==> src/rtl/cmdbuf_pkg.sv <==
package cmdbuf_pkg;
   localparam int WIN_BITS = 12;

   localparam logic [11:0] A_LSTATE = 12'h000;
   localparam logic [11:0] A_LCTRL  = 12'h008;
   localparam logic [11:0] A_LSTS   = 12'h00C;
   localparam logic [11:0] A_IFID   = 12'h030;
   localparam logic [11:0] A_CREQ   = 12'h040;
   localparam logic [11:0] A_CSTS   = 12'h044;
   localparam logic [11:0] A_CANCEL = 12'h048;
   localparam logic [11:0] A_START  = 12'h04C;
   localparam logic [11:0] A_CSIZE  = 12'h058;
   localparam logic [11:0] A_CADDR  = 12'h05C;
   localparam logic [11:0] A_RSIZE  = 12'h064;
   localparam logic [11:0] A_RADDR  = 12'h068;

   localparam logic [31:0] V_ONE = 32'd1;
   localparam logic [31:0] V_TWO = 32'd2;

   localparam logic [31:0] IFID_WORD = (32'd1 << 0) | (32'd1 << 4) | (32'd3 << 11)
                                     | (32'd1 << 14) | (32'd1 << 17);

   typedef struct packed {
      logic       assigned;
      logic [2:0] active;
      logic       granted;
      logic       seized;
   } loc_t;

   function automatic logic [31:0] lane_mask(input logic [1:0] sz);
      logic [31:0] m;
      m = '0;
      for (int i = 0; i < 4; i++)
         if (i <= int'(sz)) m[i*8 +: 8] = 8'hFF;
      return m;
   endfunction
endpackage

==> src/rtl/cmdbuf_locality.sv <==
module cmdbuf_locality
   import cmdbuf_pkg::*;
#(
   parameter int LOC_W = 3
) (
   input  logic             clk,
   input  logic             rst_n,
   input  logic             ctrl_we,
   input  logic [31:0]      wval,
   input  logic [LOC_W-1:0] wloc,
   output loc_t             loc_q
);
   always_ff @(posedge clk or negedge rst_n) begin
      if (!rst_n) begin
         loc_q <= '0;
      end else if (ctrl_we) begin
         if (wval == V_ONE) begin
            loc_q.granted  <= 1'b1;
            loc_q.seized   <= 1'b0;
            loc_q.assigned <= 1'b1;
            loc_q.active   <= 3'(wloc);
         end else if (wval == V_TWO) begin
            loc_q.assigned <= 1'b0;
            loc_q.granted  <= 1'b0;
         end
      end
   end
endmodule

==> src/rtl/cmdbuf_doorbell.sv <==
module cmdbuf_doorbell
   import cmdbuf_pkg::*;
#(
   parameter int LOC_W = 3
) (
   input  logic             clk,
   input  logic             rst_n,
   input  logic             creq_we,
   input  logic             cancel_we,
   input  logic             start_we,
   input  logic [31:0]      wval,
   input  logic [LOC_W-1:0] wloc,
   input  logic             loc_assigned,
   input  logic [2:0]       loc_active,
   input  logic             eng_done,
   input  logic             eng_err,
   output logic             start_busy,
   output logic             idle,
   output logic             fatal,
   output logic             eng_req,
   output logic             eng_cancel
);
   logic accept;
   logic ring_cancel;

   always_comb begin
      accept      = start_we && (wval == V_ONE) && !start_busy
                    && loc_assigned && (loc_active == 3'(wloc));
      ring_cancel = cancel_we && (wval == V_ONE) && start_busy;
   end

   always_ff @(posedge clk or negedge rst_n) begin
      if (!rst_n) begin
         start_busy <= 1'b0;
         idle       <= 1'b1;
         fatal      <= 1'b0;
         eng_req    <= 1'b0;
         eng_cancel <= 1'b0;
      end else begin
         eng_req    <= accept;
         eng_cancel <= ring_cancel;
         if (accept)        start_busy <= 1'b1;
         else if (eng_done) start_busy <= 1'b0;
         if (eng_done && eng_err) fatal <= 1'b1;
         if (creq_we) begin
            if (wval == V_ONE)      idle <= 1'b0;
            else if (wval == V_TWO) idle <= 1'b1;
         end
      end
   end
endmodule

==> src/rtl/cmdbuf_rdmux.sv <==
module cmdbuf_rdmux
   import cmdbuf_pkg::*;
#(
   parameter logic [31:0] CMD_SIZE = 32'hF80,
   parameter logic [31:0] BUF_ADDR = 32'hFED4_0080
) (
   input  logic [11:0] raddr,
   input  logic [1:0]  rsize,
   input  loc_t        loc_q,
   input  logic        established,
   input  logic        start_busy,
   input  logic        idle,
   input  logic        fatal,
   output logic [31:0] rdata
);
   logic [31:0] word;
   logic [31:0] shifted;

   always_comb begin
      case (raddr[11:2])
         A_LSTATE[11:2]: word = {24'd0, 1'b1, 2'b00, loc_q.active, loc_q.assigned, !established};
         A_LSTS[11:2]:   word = {30'd0, loc_q.seized, loc_q.granted};
         A_IFID[11:2]:   word = IFID_WORD;
         A_CSTS[11:2]:   word = {30'd0, idle, fatal};
         A_START[11:2]:  word = {31'd0, start_busy};
         A_CSIZE[11:2]:  word = CMD_SIZE;
         A_CADDR[11:2]:  word = BUF_ADDR;
         A_RSIZE[11:2]:  word = CMD_SIZE;
         A_RADDR[11:2]:  word = BUF_ADDR;
         default:        word = '0;
      endcase
      shifted = word >> {raddr[1:0], 3'b000};
   end

   for (genvar b = 0; b < 4; b++) begin : g_lane
      assign rdata[b*8 +: 8] = (rsize >= 2'(b)) ? shifted[b*8 +: 8] : 8'h00;
   end
endmodule

==> src/rtl/cmdbuf_ctl.sv <==
module cmdbuf_ctl
   import cmdbuf_pkg::*;
#(
   parameter int          LOC_W        = 3,
   parameter int          REGION_BYTES = 4096,
   parameter int          DBUF_OFF     = 128,
   parameter logic [31:0] BASE_ADDR    = 32'hFED4_0000,
   localparam int         ADDR_W       = WIN_BITS + LOC_W
) (
   input  logic              clk,
   input  logic              rst_n,
   input  logic              bus_we,
   input  logic [ADDR_W-1:0] bus_addr,
   input  logic [1:0]        bus_size,
   input  logic [31:0]       bus_wdata,
   output logic [31:0]       bus_rdata,
   output logic              eng_req,
   output logic              eng_cancel,
   input  logic              eng_done,
   input  logic              eng_err,
   input  logic              eng_established,
   output logic [7:0]        active_loc
);
   localparam logic [31:0] CMD_SIZE = 32'(REGION_BYTES - DBUF_OFF);
   localparam logic [31:0] BUF_ADDR = BASE_ADDR + 32'(DBUF_OFF);

   if (LOC_W < 1 || LOC_W > 3) begin : g_bad_locw
      $error("LOC_W must lie in 1..3");
   end
   if (DBUF_OFF < 128 || DBUF_OFF >= REGION_BYTES || (DBUF_OFF % 4) != 0) begin : g_bad_dbuf
      $error("DBUF_OFF must be word aligned, at least 0x80 and inside the region");
   end
   if (REGION_BYTES > 4096) begin : g_bad_region
      $error("REGION_BYTES must fit one locality window");
   end

   logic [11:0]      off;
   logic [LOC_W-1:0] wloc;
   logic [31:0]      wval;
   loc_t             loc_q;
   logic             start_busy;
   logic             idle;
   logic             fatal;

   always_comb begin
      off  = bus_addr[11:0];
      wloc = bus_addr[ADDR_W-1:WIN_BITS];
      wval = bus_wdata & lane_mask(bus_size);
   end

   cmdbuf_locality #(.LOC_W(LOC_W)) u_loc (
      .clk     (clk),
      .rst_n   (rst_n),
      .ctrl_we (bus_we && off == A_LCTRL),
      .wval    (wval),
      .wloc    (wloc),
      .loc_q   (loc_q)
   );

   cmdbuf_doorbell #(.LOC_W(LOC_W)) u_bell (
      .clk          (clk),
      .rst_n        (rst_n),
      .creq_we      (bus_we && off == A_CREQ),
      .cancel_we    (bus_we && off == A_CANCEL),
      .start_we     (bus_we && off == A_START),
      .wval         (wval),
      .wloc         (wloc),
      .loc_assigned (loc_q.assigned),
      .loc_active   (loc_q.active),
      .eng_done     (eng_done),
      .eng_err      (eng_err),
      .start_busy   (start_busy),
      .idle         (idle),
      .fatal        (fatal),
      .eng_req      (eng_req),
      .eng_cancel   (eng_cancel)
   );

   cmdbuf_rdmux #(.CMD_SIZE(CMD_SIZE), .BUF_ADDR(BUF_ADDR)) u_rd (
      .raddr       (off),
      .rsize       (bus_size),
      .loc_q       (loc_q),
      .established (eng_established),
      .start_busy  (start_busy),
      .idle        (idle),
      .fatal       (fatal),
      .rdata       (bus_rdata)
   );

   assign active_loc = loc_q.assigned ? 8'(loc_q.active) : 8'hFF;
endmodule

==> config.mk <==
export PLATFORM = sky130hd
export DESIGN_NAME = cmdbuf_ctl
export DESIGN_NICKNAME = d
export VERILOG_FILES = /design/src/rtl/cmdbuf_pkg.sv /design/src/rtl/cmdbuf_locality.sv /design/src/rtl/cmdbuf_doorbell.sv /design/src/rtl/cmdbuf_rdmux.sv /design/src/rtl/cmdbuf_ctl.sv
export SDC_FILE = /design/constraint.sdc
export NUM_CORES = 1
export LEC_CHECK = 0
export BUFFER_PORTS_ARGS = -buffer_cell sky130_fd_sc_hd__buf_2
export CAP_MARGIN = 20
export CORE_ASPECT_RATIO = 0.8
export CORE_MARGIN = 1.5
export CORE_UTILIZATION = 36
export DETAILED_ROUTE_END_ITERATION = 8
export PLACE_DENSITY = 0.77
export SKIP_CTS_REPAIR_TIMING = 1
export SYNTH_ARGS = -nofsm -noshare
export SYNTH_HDL_FRONTEND = slang
export SYNTH_SLANG_ARGS = --single-unit
export TNS_END_PERCENT = 1
==> constraint.sdc <==
create_clock -name clk -period 2.6 [get_ports clk]
set_clock_uncertainty 0.15 [all_clocks]
set_input_delay 0.39 -clock clk [delete_from_list [all_inputs] [get_ports clk]]
set_output_delay 0.39 -clock clk [all_outputs]
set_load 0.01 [all_outputs]
Yosys cells after proc, flatten, opt, wreduce, memory -nomap -nowiden
Index checks and enable logic that the tools add are counted.
{"block": "word_totals", "register_bits": 9, "input_bits": 55, "out_inout_bits": 42, "word_cells": 67}
{"block": "op_classes", "order_cmp": 7, "n_eq_ne": 15, "n_shift": 1, "n_mux": 15, "bitwise_logic": 1, "reduce_logical": 21}
{"operator": "case mux 32 bit (7 select lines)", "n": 1}
{"operator": "two-way mux 8 bit", "n": 8}
{"operator": "equality test 10 x 5 -> 1 bit (second input constant)", "n": 6}
{"operator": "equality test 12 x 7 -> 1 bit (second input constant)", "n": 3}
{"operator": "bitwise AND 32 bit", "n": 1}
{"operator": "equality test 32 x 1 -> 1 bit (second input constant)", "n": 1}
{"operator": "equality test 32 x 2 -> 1 bit (second input constant)", "n": 1}
{"operator": "right shift 32 x 5 -> 32 bit", "n": 1}
{"operator": "equality test 12 x 4 -> 1 bit (second input constant)", "n": 1}
{"operator": "logical AND 1 bit", "n": 11}
{"operator": "equality test 10 x 2 -> 1 bit (second input constant)", "n": 1}
{"operator": "equality test 10 x 4 -> 1 bit (second input constant)", "n": 1}
{"operator": "zero test 10 bit", "n": 1}
{"operator": "two-way mux 1 bit", "n": 6}
{"operator": "AND reduction 2 bit", "n": 3}
{"operator": ">= comparator 2 x 1 -> 1 bit (second input constant)", "n": 2}
{"operator": ">= comparator 2 bit (second input constant)", "n": 2}
{"operator": "less-or-equal comparator 2 bit (first input constant)", "n": 2}
{"operator": "nonzero test 2 bit", "n": 2}
{"operator": "OR reduction 2 bit", "n": 2}
{"operator": "equality test 3 bit", "n": 1}
{"operator": "less-or-equal comparator 1 x 2 -> 1 bit (first input constant)", "n": 1}
{"operator": "zero test 1 bit", "n": 2}

Depth between registers and ports, before layout
{"block": "depth", "word_depth": 9, "ltp_mapped": 7, "mapped_depth_nobuf": 5}

By module
Synthesis repeated with hierarchy kept, for this count alone.
{"block": "hier_totals", "hier_cells": 213, "hier_area_um2": 1575.3}
{"mod": "cmdbuf_rdmux", "instances": 1, "cells_per_inst": 109, "area_per_inst_um2": 703.2, "seq_area_each_um2": 0.0}
{"mod": "cmdbuf_doorbell", "instances": 1, "cells_per_inst": 34, "area_per_inst_um2": 307.8, "seq_area_each_um2": 126.4}
{"mod": "cmdbuf_ctl", "instances": 1, "cells_per_inst": 45, "area_per_inst_um2": 296.5, "seq_area_each_um2": 0.0}
{"mod": "cmdbuf_locality", "instances": 1, "cells_per_inst": 25, "area_per_inst_um2": 267.8, "seq_area_each_um2": 100.1}

Least setup slack after synthesis
Ideal clock, no wire load.
{"block": "synth_path", "kind": "in2out", "start": "in bus_addr[6]", "end": "out bus_rdata[26]", "arrival_ns": 2.322, "t_required_ns": 2.060, "setup_slack_ns": -0.262, "path_stages": 5, "n_path_buf": 2, "path_cell_list": "buf_2 nor4b_2 o2111ai_1 nor4_1 buf_4"}
{"block": "synth_between", "elab_chain_cells": 5, "elab_cells_between_ends": 14, "cone_classes": "eq/ne: 8; shift: 1; mux: 2; reduce/logical: 3"}
{"element": "start, declared", "line_no": "cmdbuf_ctl.sv:13", "source": "input logic [ADDR_W-1:0] bus_addr,"}
{"element": "equality test 10 x 5 -> 1 bit", "line_no": "cmdbuf_rdmux.sv:20", "source": "case (raddr[11:2])"}
{"element": "OR reduction 2 bit (no line)"}
{"element": "case mux 32 bit (7 select lines) *", "line_no": "cmdbuf_rdmux.sv:20"}
{"element": "right shift 32 x 5 -> 32 bit *", "line_no": "cmdbuf_rdmux.sv:32", "source": "shifted = word >> {raddr[1:0], 3'b000};"}
{"element": "two-way mux 8 bit *", "line_no": "cmdbuf_rdmux.sv:36", "source": "assign rdata[b*8 +: 8] = (rsize >= 2'(b)) ? shifted[b*8 +: 8] : 8'h00;"}
{"element": "end, declared", "line_no": "cmdbuf_ctl.sv:16", "source": "output logic [31:0] bus_rdata,"}
Mark *: on every way between the ends. The rest lies on a longest branch, timed or not.

Final worst setup path
{"block": "layout_path", "start": "in bus_addr[11]", "end": "out bus_rdata[11]"}
The elaborated chain is that of the path after synthesis.

==> metrics.txt <==
RSZ-0062 raised after global routing no; FP Rows 18; Die X 69.0 um; pin count of the biggest net entering global routing 19; Final period util 0.956; Routed Antenna Nets 0; critical path arrival 1950 ps; Gate Count Post-Synth 169; CP bufs+invs 2; TNS Setup 0 ps; fin nets 307; hold crit path type input pin to register; Final Power 0.428 mW; P per Cell Area 246 nW/um2; die height 55.8 um; cell taking the most area after synthesis dfrtp_1; clk slew on worst S/H paths 40 ps; post-synthesis sequential area ratio 0.181; Overflow after GRT 0; run status finished, final reports clean; CTS tree done; Total Die Area 3850 um2; CTS max path bufs 2; Crit Path Category input pin to primary output; Primary FF master, synth dfrtp_1; boundary pin count 97; routability-driven placement congestion ratio 0.875; Post-Route WL 3700 um; clk sinks 9; Worst Setup Start Kind input pin; Inserted Clock Buffers 3; initial antenna violation count 0; # Max-Cap Violations 0; cell area after synthesis 1250 um2; hold endpoint u_bell.start_busy; first-pass GRT wire length 5910 um; hold path depth 2; Yosys reg bits 9; Mean Syn Cell Area 7.42 um2; Initial DRT Pass Iterations 4; GRT Overall Usage 0.194; CP top delay family simple AND/OR/NAND/NOR gates; asr flop ratio synth 1.00; layout cell share with drive strength beyond 1 0.470; synth top area cells dfrtp_1 16%, buf_4 10%, nor4_1 5.0%; Worst path max stage delay 470 ps; critical path, cell by cell buf_2 -> or2_0 -> or4_4 -> nor2_1 -> o31a_1 -> nor3b_1 -> buf_2; slowest CP cell or4_4; Critical Path RT 2060 ps; DRC 0; H-tree depth 1; Initial Util 0.392; Crit Reg-Reg Endpoint u_bell.start_busy; Wirelength per Cell 12.7 um; total number of vias 1,572; Final Hold Viols 0; drt via density 5.40; fin. max-slew vios 0; Yosys top cell area share 0.160; Peak VDD IR 0.241 mV; Synth cell types 51; min-delay src eng_done; Final Critical Period 2490 ps; final instance area 1740 um2; Leak Pwr 0.863 nW; core area 3200 um2; number of synthesized flops with an enable pin 0; worst skew pair latency 230 ps; crit path max fanout 5; Root Buffer clkbuf_8; Worst Reg-to-Reg Cells 4; detailed placement HPWL 3110 um; Peak Freq 0.402 GHz; vias in the first global route 1,361; DP Area 1680 um2; most used cell, CP buf_2; FF-to-FF Start u_loc.loc_q[5]; Layout area overhead 38.6%; synth warn 0; R2R Setup Slk 1200 ps; port bufs 94; Crit. Startpoint bus_addr[11]; diode count 0; CP Capture Type primary output; filler cell count 321; Initial DRC Count 43; Setup-failing EPs final 0
## metal layers
| metal | vias up | wire length (um) | share of wire | GRT usage |
|---|---|---|---|---|
| met1 | 705 | 1590 | 0.43 | 0.252 |
| met2 | 85 | 1700 | 0.46 | 0.331 |
| met3 | 2 | 396 | 0.11 | 0.0425 |
| li1 | 780 | - | - | - |
| met5 | - | 0 | 0 | 0 |
| met4 | 0 | 13 | 0.0035 | 0.0280 |
## where the power goes
group          leakage (nW)  internal [mW]  switching (mW)  total (mW)
clock network        0.0228          0.107          0.0517       0.158
logic                 0.724         0.0588          0.0698       0.129
registers             0.117          0.141        0.000109       0.141
total                 0.863          0.306           0.122       0.428
## cell usage after synthesis (3+ instances only)
| cell | number |
|---|---|
| buf_4 | 17 |
| nor2_1 | 15 |
| nand2_1 | 12 |
| a21oi_1 | 11 |
| nor4_1 | 10 |
| dfrtp_1 | 8 |
| inv_1 | 8 |
| nor3_1 | 7 |
| o21ai_0 | 7 |
| clkbuf_1 | 6 |
| nand3_1 | 5 |
| nand2b_1 | 4 |
| xnor2_1 | 4 |
| a41oi_1 | 3 |
| mux2_2 | 3 |
| nand4_1 | 3 |
| or3_1 | 3 |
## layout make-up
cell class	count	area, um2	area share
clock buffers	4	45.0	0.0259
inverters	8	30.0	0.0173
multi-input cells	128	853	0.491
flip-flops and latches	9	226	0.130
well taps	40	50.0	0.0288
repair buffers	102	533	0.307
## state kept, by name, indices dropped and copies added (netlist names)
| register | count |
|---|---|
| u_loc.loc_q | 4 |
| u_bell.eng_cancel | 1 |
| u_bell.eng_req | 1 |
| u_bell.fatal | 1 |
| u_bell.idle | 1 |
| u_bell.start_busy | 1 |
## cells by family (layout without fill, tap and decap cells)
family / Yosys count / in the layout / share of synthesized area
other: 1 / 2 / 0.00299
buffers and inverters: 33 / 114 / 0.152
and+or+nand+nor: 80 / 80 / 0.383
DFF: 9 / 9 / 0.181
muxes: 4 / 4 / 0.0349
xor gates and xnor gates: 4 / 4 / 0.0279
AOI/OAI and AO/OA: 38 / 38 / 0.219
## worst register-to-register path, delay by kind of cell (launching register included)
kind                   cells  cell delay, ps
and+or+nand+nor            2             410
AOI/OAI and AO/OA          1             140
buffers and inverters      1             180
DFF                        1             440
## cells in the final DEF, fill, tap and decap left out, types with 3 or more instances in the layout
master,count
nand4_1,3
clkbuf_8,3
xnor2_1,4
nand3_1,5
nand2b_1,4
buf_4,7
nor2_1,15
o21ai_0,7
or3_1,3
a41oi_1,3
inv_1,8
buf_2,94
mux2_2,3
nor3_1,7
nor4_1,9
dfrtp_1,8
a21oi_1,11
nand2_1,12
## how the worst max path moves through the flow
stage	endpoint	slack [ps]	cells past startpoint
finish	bus_rdata[11]	110	7
global route	bus_rdata[11]	20	7
CTS	bus_rdata[11]	130	7
detailed placement	bus_rdata[11]	130	7
global placement	bus_rdata[11]	160	7
floorplan	bus_rdata[26]	30	5
## through the flow
stage / utilization / worst slack, ps / hold WS (ps) / cells
3_5_place_dp: 0.524 / 133 / 104 / 286
2_1_floorplan: - / 26.0 / -55.6 / 170
3_3_place_gp: 0.524 / 161 / 98.4 / 286
5_1_grt: 0.543 / 18.6 / 231 / 291
4_1_cts: 0.538 / 131 / -143 / 290
6_report: 0.543 / 114 / 220 / 291
No activity file was read; power rests on OpenSTA's default activity.
